==> config.mk <==
export PLATFORM = sky130hd
export DESIGN_NAME = spi_hold_ctrl
export DESIGN_NICKNAME = d
export VERILOG_FILES = /design/src/rtl/spi_hold_pkg.sv /design/src/rtl/hold_sync.sv /design/src/rtl/hold_edge.sv /design/src/rtl/hold_fsm.sv /design/src/rtl/spi_hold_ctrl.sv
export SDC_FILE = /design/constraint.sdc
export NUM_CORES = 1
export LEC_CHECK = 0
export CAP_MARGIN = 20
export CORE_MARGIN = 2
export CORE_UTILIZATION = 36
export DETAILED_ROUTE_END_ITERATION = 10
export HOLD_SLACK_MARGIN = 0.03
export PLACE_DENSITY = 0.62
export SLEW_MARGIN = 20
export SYNTH_ARGS = -nofsm -noshare
export SYNTH_HDL_FRONTEND = slang
export SYNTH_SLANG_ARGS = --single-unit
==> constraint.sdc <==
create_clock -name clk -period 1.95 [get_ports clk]
set_input_delay 0.2925 -clock clk [delete_from_list [all_inputs] [get_ports clk]]
set_output_delay 0.2925 -clock clk [all_outputs]
set_load 0.01 [all_outputs]
==> src/rtl/spi_hold_pkg.sv <==
package spi_hold_pkg;

    typedef enum logic [2:0] {
        ST_DESEL      = 3'd0,
        ST_RUN        = 3'd1,
        ST_ENTER_WAIT = 3'd2,
        ST_HOLD       = 3'd3,
        ST_EXIT_WAIT  = 3'd4
    } hold_state_e;

    typedef struct packed {
        logic sck;
        logic cs_n;
        logic hold_n;
    } pins_t;

    localparam int    PIN_W    = $bits(pins_t);
    localparam pins_t PIN_IDLE = '{sck: 1'b0, cs_n: 1'b1, hold_n: 1'b1};

    function automatic logic is_held(hold_state_e st);
        return (st == ST_HOLD) || (st == ST_EXIT_WAIT);
    endfunction

    function automatic logic is_free(hold_state_e st);
        return (st == ST_RUN) || (st == ST_ENTER_WAIT);
    endfunction

endpackage

==> src/rtl/hold_sync.sv <==
module hold_sync #(
    parameter int             W       = 3,
    parameter int             STAGES  = 2,
    parameter logic [W-1:0]   RST_VAL = '0
) (
    input  logic         clk,
    input  logic         rst,
    input  logic [W-1:0] d_i,
    output logic [W-1:0] q_o
);
    logic [W-1:0] stage_q [STAGES];

    for (genvar g = 0; g < STAGES; g++) begin : g_stage
        if (g == 0) begin : g_first
            always_ff @(posedge clk) begin
                if (rst) stage_q[g] <= RST_VAL;
                else     stage_q[g] <= d_i;
            end
        end else begin : g_next
            always_ff @(posedge clk) begin
                if (rst) stage_q[g] <= RST_VAL;
                else     stage_q[g] <= stage_q[g-1];
            end
        end
    end

    assign q_o = stage_q[STAGES-1];
endmodule

==> src/rtl/hold_edge.sv <==
module hold_edge #(
    parameter int           W       = 3,
    parameter logic [W-1:0] RST_VAL = '0
) (
    input  logic         clk,
    input  logic         rst,
    input  logic [W-1:0] cur_i,
    output logic [W-1:0] rise_o,
    output logic [W-1:0] fall_o
);
    logic [W-1:0] prev_q;

    always_ff @(posedge clk) begin
        if (rst) prev_q <= RST_VAL;
        else     prev_q <= cur_i;
    end

    assign rise_o = cur_i & ~prev_q;
    assign fall_o = ~cur_i & prev_q;
endmodule

==> src/rtl/hold_fsm.sv <==
module hold_fsm
    import spi_hold_pkg::*;
(
    input  logic        clk,
    input  logic        rst,
    input  logic        sck,
    input  logic        cs_n,
    input  logic        hold_n,
    input  logic        cs_fall,
    input  logic        hold_fall,
    input  logic        hold_rise,
    output hold_state_e state_o
);
    hold_state_e state_q, state_d;

    always_comb begin
        state_d = state_q;
        if (cs_n) begin
            state_d = ST_DESEL;
        end else begin
            unique case (state_q)
                ST_DESEL: begin
                    if (cs_fall && hold_n) state_d = ST_RUN;
                end
                ST_RUN: begin
                    if (hold_fall) state_d = sck ? ST_ENTER_WAIT : ST_HOLD;
                end
                ST_ENTER_WAIT: begin
                    if (!sck) state_d = hold_n ? ST_RUN : ST_HOLD;
                end
                ST_HOLD: begin
                    if (hold_rise) state_d = sck ? ST_EXIT_WAIT : ST_RUN;
                end
                ST_EXIT_WAIT: begin
                    if (!sck) state_d = hold_n ? ST_RUN : ST_HOLD;
                end
                default: state_d = ST_DESEL;
            endcase
        end
    end

    always_ff @(posedge clk) begin
        if (rst) state_q <= ST_DESEL;
        else     state_q <= state_d;
    end

    assign state_o = state_q;
endmodule

==> src/rtl/spi_hold_ctrl.sv <==
module spi_hold_ctrl
    import spi_hold_pkg::*;
#(
    parameter int SYNC_STAGES = 2
) (
    input  logic clk,
    input  logic rst,
    input  logic sck_i,
    input  logic cs_n_i,
    input  logic hold_n_i,
    output logic hold_active_o,
    output logic so_oe_o,
    output logic sample_en_o,
    output logic drive_en_o,
    output logic xact_rst_o
);
    pins_t       raw_pins;
    pins_t       s_pins;
    pins_t       rise_p;
    pins_t       fall_p;
    hold_state_e state_q;
    logic        s_sck;
    logic        s_cs_n;
    logic        s_hold_n;
    logic        running;

    assign raw_pins = '{sck: sck_i, cs_n: cs_n_i, hold_n: hold_n_i};

    hold_sync #(
        .W       (PIN_W),
        .STAGES  (SYNC_STAGES),
        .RST_VAL (PIN_IDLE)
    ) u_sync (
        .clk (clk),
        .rst (rst),
        .d_i (raw_pins),
        .q_o (s_pins)
    );

    hold_edge #(
        .W       (PIN_W),
        .RST_VAL (PIN_IDLE)
    ) u_edge (
        .clk    (clk),
        .rst    (rst),
        .cur_i  (s_pins),
        .rise_o (rise_p),
        .fall_o (fall_p)
    );

    assign s_sck    = s_pins.sck;
    assign s_cs_n   = s_pins.cs_n;
    assign s_hold_n = s_pins.hold_n;

    hold_fsm u_fsm (
        .clk       (clk),
        .rst       (rst),
        .sck       (s_sck),
        .cs_n      (s_cs_n),
        .hold_n    (s_hold_n),
        .cs_fall   (fall_p.cs_n),
        .hold_fall (fall_p.hold_n),
        .hold_rise (rise_p.hold_n),
        .state_o   (state_q)
    );

    assign running       = (state_q == ST_RUN) && !s_cs_n;
    assign hold_active_o = is_held(state_q);
    assign so_oe_o       = is_free(state_q) && !s_cs_n;
    assign sample_en_o   = running && rise_p.sck;
    assign drive_en_o    = running && fall_p.sck;
    assign xact_rst_o    = rise_p.cs_n && (state_q != ST_DESEL);
endmodule

==> load_flow_metrics.sql <==
INSERT INTO impl_metrics (metric_group, metric, value, unit) VALUES
('power_and_ir_drop', 'clock_power_share', '33.6', '%'),
('yosys', 'synthSimpleGateAreaFrac', '29.5', '%'),
('floorplan', 'die_h', '40.6', 'um'),
('sta', 'timing_max_transition_violations_final', '0', ''),
('worst_setup_path', 'worst-setup-path-type', 'reg2out', ''),
('placement', 'dp_area', '613', 'um^2'),
('power_and_ir_drop', 'p_total', '420', 'uW'),
('finish', 'stdcell_area', '633', 'um^2'),
('floorplan', 'initial_utilization', '38.1', '%'),
('detailed_routing', 'routed-via-count', '416', ''),
('grt', 'antenna_found_initial', '0', ''),
('detailed_routing', 'drt_pass1_iterations', '4', ''),
('worst_setup_path', 'timing.critical_path.slowest_cell_delay', '0.56', 'ns'),
('sta', 'final.setup.worst_slack', '0.115', 'ns'),
('outcome', 'status', 'complete, no violations', ''),
('clocking', 'htree_num_levels', '1', ''),
('worst_setup_path', 'data_arrival_time_of_the_critical_path', '1.54', 'ns'),
('power_and_ir_drop', 'power.net_switching', '82.1', 'uW'),
('yosys', 'synth_fa_ha_area_share', '0', '%'),
('floorplan', 'io-pin-count', '10', ''),
('clocking', 'max-clock-path-buffers', '2', ''),
('power_and_ir_drop', 'internal_power', '338', 'uW'),
('power_and_ir_drop', 'power_frac_seq', '61.2', '%'),
('sta', 'final-hold-violation-count', '0', ''),
('grt', 'globalRouteTotalUtil', '13.5', '%'),
('clocking', 'tritoncts_clock_tree', 'done', ''),
('worst_hold_path', 'hold_class', 'reg2reg', ''),
('yosys', 'synth_top_cell_by_area', 'dfxtp_1', ''),
('run', 'drv_cap', '0', ''),
('clocking', 'worst_skew_pair.late_latency', '0.26', 'ns'),
('clocking', 'cts-root-buf', 'clkbuf_4', ''),
('worst_setup_path', 'cpLargestDelayFamily', 'buffers and inverters', ''),
('sta', 'fin_crit_sh', '94.1', '%'),
('placement', 'numPortBuffers', '9', ''),
('yosys', 'synth-edff-count', '0', ''),
('detailed_routing', 'avgViaCountPerCell', '5.07', ''),
('sta', 'fmax', '545', 'MHz'),
('worst_setup_path', 'timing.critical_path.fanout_max', '8', ''),
('sta', 'rsz0062_at_grt', 'false', ''),
('floorplan', 'coreArea', '1270', 'um^2'),
('yosys', 'yosysSeqAreaShare', '49.7', '%'),
('clocking', 'cts_num_sinks', '12', ''),
('floorplan', 'std_cell_rows', '13', ''),
('sta', 'worst_clock_skew', '0.000995', 'ns'),
('worst_setup_path', 'crit_start', 'u_fsm.state_o[1]$_SDFFE_PP0P_', ''),
('sta', 'setup_viol', '0', ''),
('yosys', 'synthCells', '52', ''),
('power_and_ir_drop', 'worst_vdd_ir', '0.395', 'mV'),
('placement', 'placedCellCount', '79', ''),
('finish', 'post_layout_nonfiller_instances', '82', ''),
('clocking', 'postCtsHoldBufs', '0', ''),
('yosys', 'synthTopCellsByArea', 'dfxtp_1 (50%), or2_1 (6.5%), nor3_1 (4.1%), a21oi_1 (3.1%), nand3b_1 (3.1%)', ''),
('worst_hold_path', 'holdCritStartpoint', 'u_sync.stage_q[0][1]$_SDFF_PP1_', ''),
('power_and_ir_drop', 'static-leakage-power', '0.228', 'nW'),
('finish', 'num_antenna_cells', '0', ''),
('floorplan', 'die_area', '1650', 'um^2'),
('worst_setup_path', 'r2r_start', 'u_fsm.state_o[0]$_SDFFE_PP0P_', ''),
('grt', 'grt_start_max_net_pins', '9', ''),
('power_and_ir_drop', 'comb_power_share', '5.2', '%'),
('yosys', 'yosys_register_bits', '12', ''),
('yosys', 'yosysWarnings', '0', ''),
('worst_setup_path', 'worst_setup_path_start_kind', 'register', ''),
('yosys', 'synthesis.area', '483', 'um^2'),
('placement', 'dpl.hpwl', '634', 'um'),
('clocking', 'tritoncts.num_buffers', '3', ''),
('yosys', 'ys_async_sr_fraction', '0', '%'),
('yosys', 'synthFlopType', 'dfxtp_1', ''),
('detailed_routing', 'wirelength', '816', 'um'),
('finish', 'n_fill_cell', '130', ''),
('yosys', 'synth_fp_nets', '57', ''),
('floorplan', 'fp.dieW', '40.6', 'um');
[synth_stat cells (all sizes together) (2+ instances only)]
| library cell | number |
|---|---|
| nor2 | 3 |
| inv | 2 |
| o31ai | 2 |
| nor2b | 2 |
| o21ai | 2 |
| nand3b | 2 |
| buf | 2 |
| nand2 | 3 |
| dfxtp | 12 |
| nor3b | 2 |
| nor3 | 4 |
| a21oi | 3 |
| or2 | 6 |
[through the flow]
| step | util [%] | hold WS (ns) |
|---|---|---|
| floorplan | - | 0.359 |
| global placement | 48.3 | 0.386 |
| detailed placement | 48.3 | 0.397 |
| CTS | 49.9 | 0.414 |
| global route | 49.9 | 0.437 |
| finish | 49.9 | 0.410 |
[sequential cells by signal, summed over array words and instances, names as in the netlist]
register	flops
u_fsm.state_o	3
u_sync.stage_q	6
u_edge.prev_q	3
[layout by cell type, fill, tap and decap left out]
| cell | n |
|---|---|
| a2111o_1 | 1 |
| a21oi_1 | 3 |
| a32oi_1 | 1 |
| buf_4 | 5 |
| clkbuf_4 | 3 |
| clkdlybuf4s50_1 | 7 |
| dfxtp_1 | 12 |
| dlygate4sd2_1 | 2 |
| inv_1 | 2 |
| nand2_1 | 3 |
| nand2b_1 | 1 |
| nand3b_1 | 2 |
| nor2_1 | 3 |
| nor2b_1 | 2 |
| nor3_1 | 4 |
| nor3b_1 | 2 |
| o21a_1 | 1 |
| o21ai_0 | 2 |
| o31ai_1 | 2 |
| or2_1 | 5 |
| or2_2 | 1 |
| or3_1 | 1 |
| or4_1 | 1 |
| xnor2_1 | 1 |
[per-layer routing]
layer  up-vias  track usage, %  share of wire (%)
li1        212               -                  -
met1       183            15.4                 47
met2        21            21.8                 45
met3         0            3.26                8.0
met4         0            10.0                  0
met5         -               0                  0
[path summary, 6_finish.rpt]
| check | slack (ns) | depth (start not counted) | to |
|---|---|---|---|
| setup / recovery | 0.11 | 4 | xact_rst_o |
| hold / removal | 0.41 | 1 | u_sync.stage_q[1][1]$_SDFF_PP1_ |
| setup reg to reg | 0.67 | 5 | u_fsm.state_o[1]$_SDFFE_PP0P_ |
| hold reg to reg | 0.41 | 1 | u_sync.stage_q[1][1]$_SDFF_PP1_ |
[power groups by stage]
| stage | sequential (mW) | combinational, mW | clock [mW] |
|---|---|---|---|
| global route | 0.258 | 0.0244 | 0.158 |
| finish | 0.257 | 0.0217 | 0.141 |
| detailed placement | 0.263 | 0.0222 | 0 |
| floorplan | 0.261 | 0.0103 | 0 |
| CTS | 0.257 | 0.0222 | 0.150 |
| global placement | 0.263 | 0.0219 | 0 |
[area by class of cell]
cell class / count / area, um^2 / area share (%)
clock buffers: 3 / 22.5 / 3.56
inverters: 2 / 7.51 / 1.19
multi-input cells: 36 / 219 / 34.6
flip-flops and latches: 12 / 240 / 37.9
well taps: 15 / 18.8 / 2.96
repair buffers: 14 / 125 / 19.8
[logic make-up after synthesis]
group                  after synthesis
AND/OR/NAND/NOR                     25
AO/OA/AOI/OAI                       10
flip-flops                          12
buffers and inverters                4
XOR/XNOR                             1
[what timing repair did]
action	in CTS	in global routing
endpoints found under the setup margin	2	0
setup buffers	0	0
gates resized for setup	2	0
Note: power is estimated with default switching activity, not from simulation.
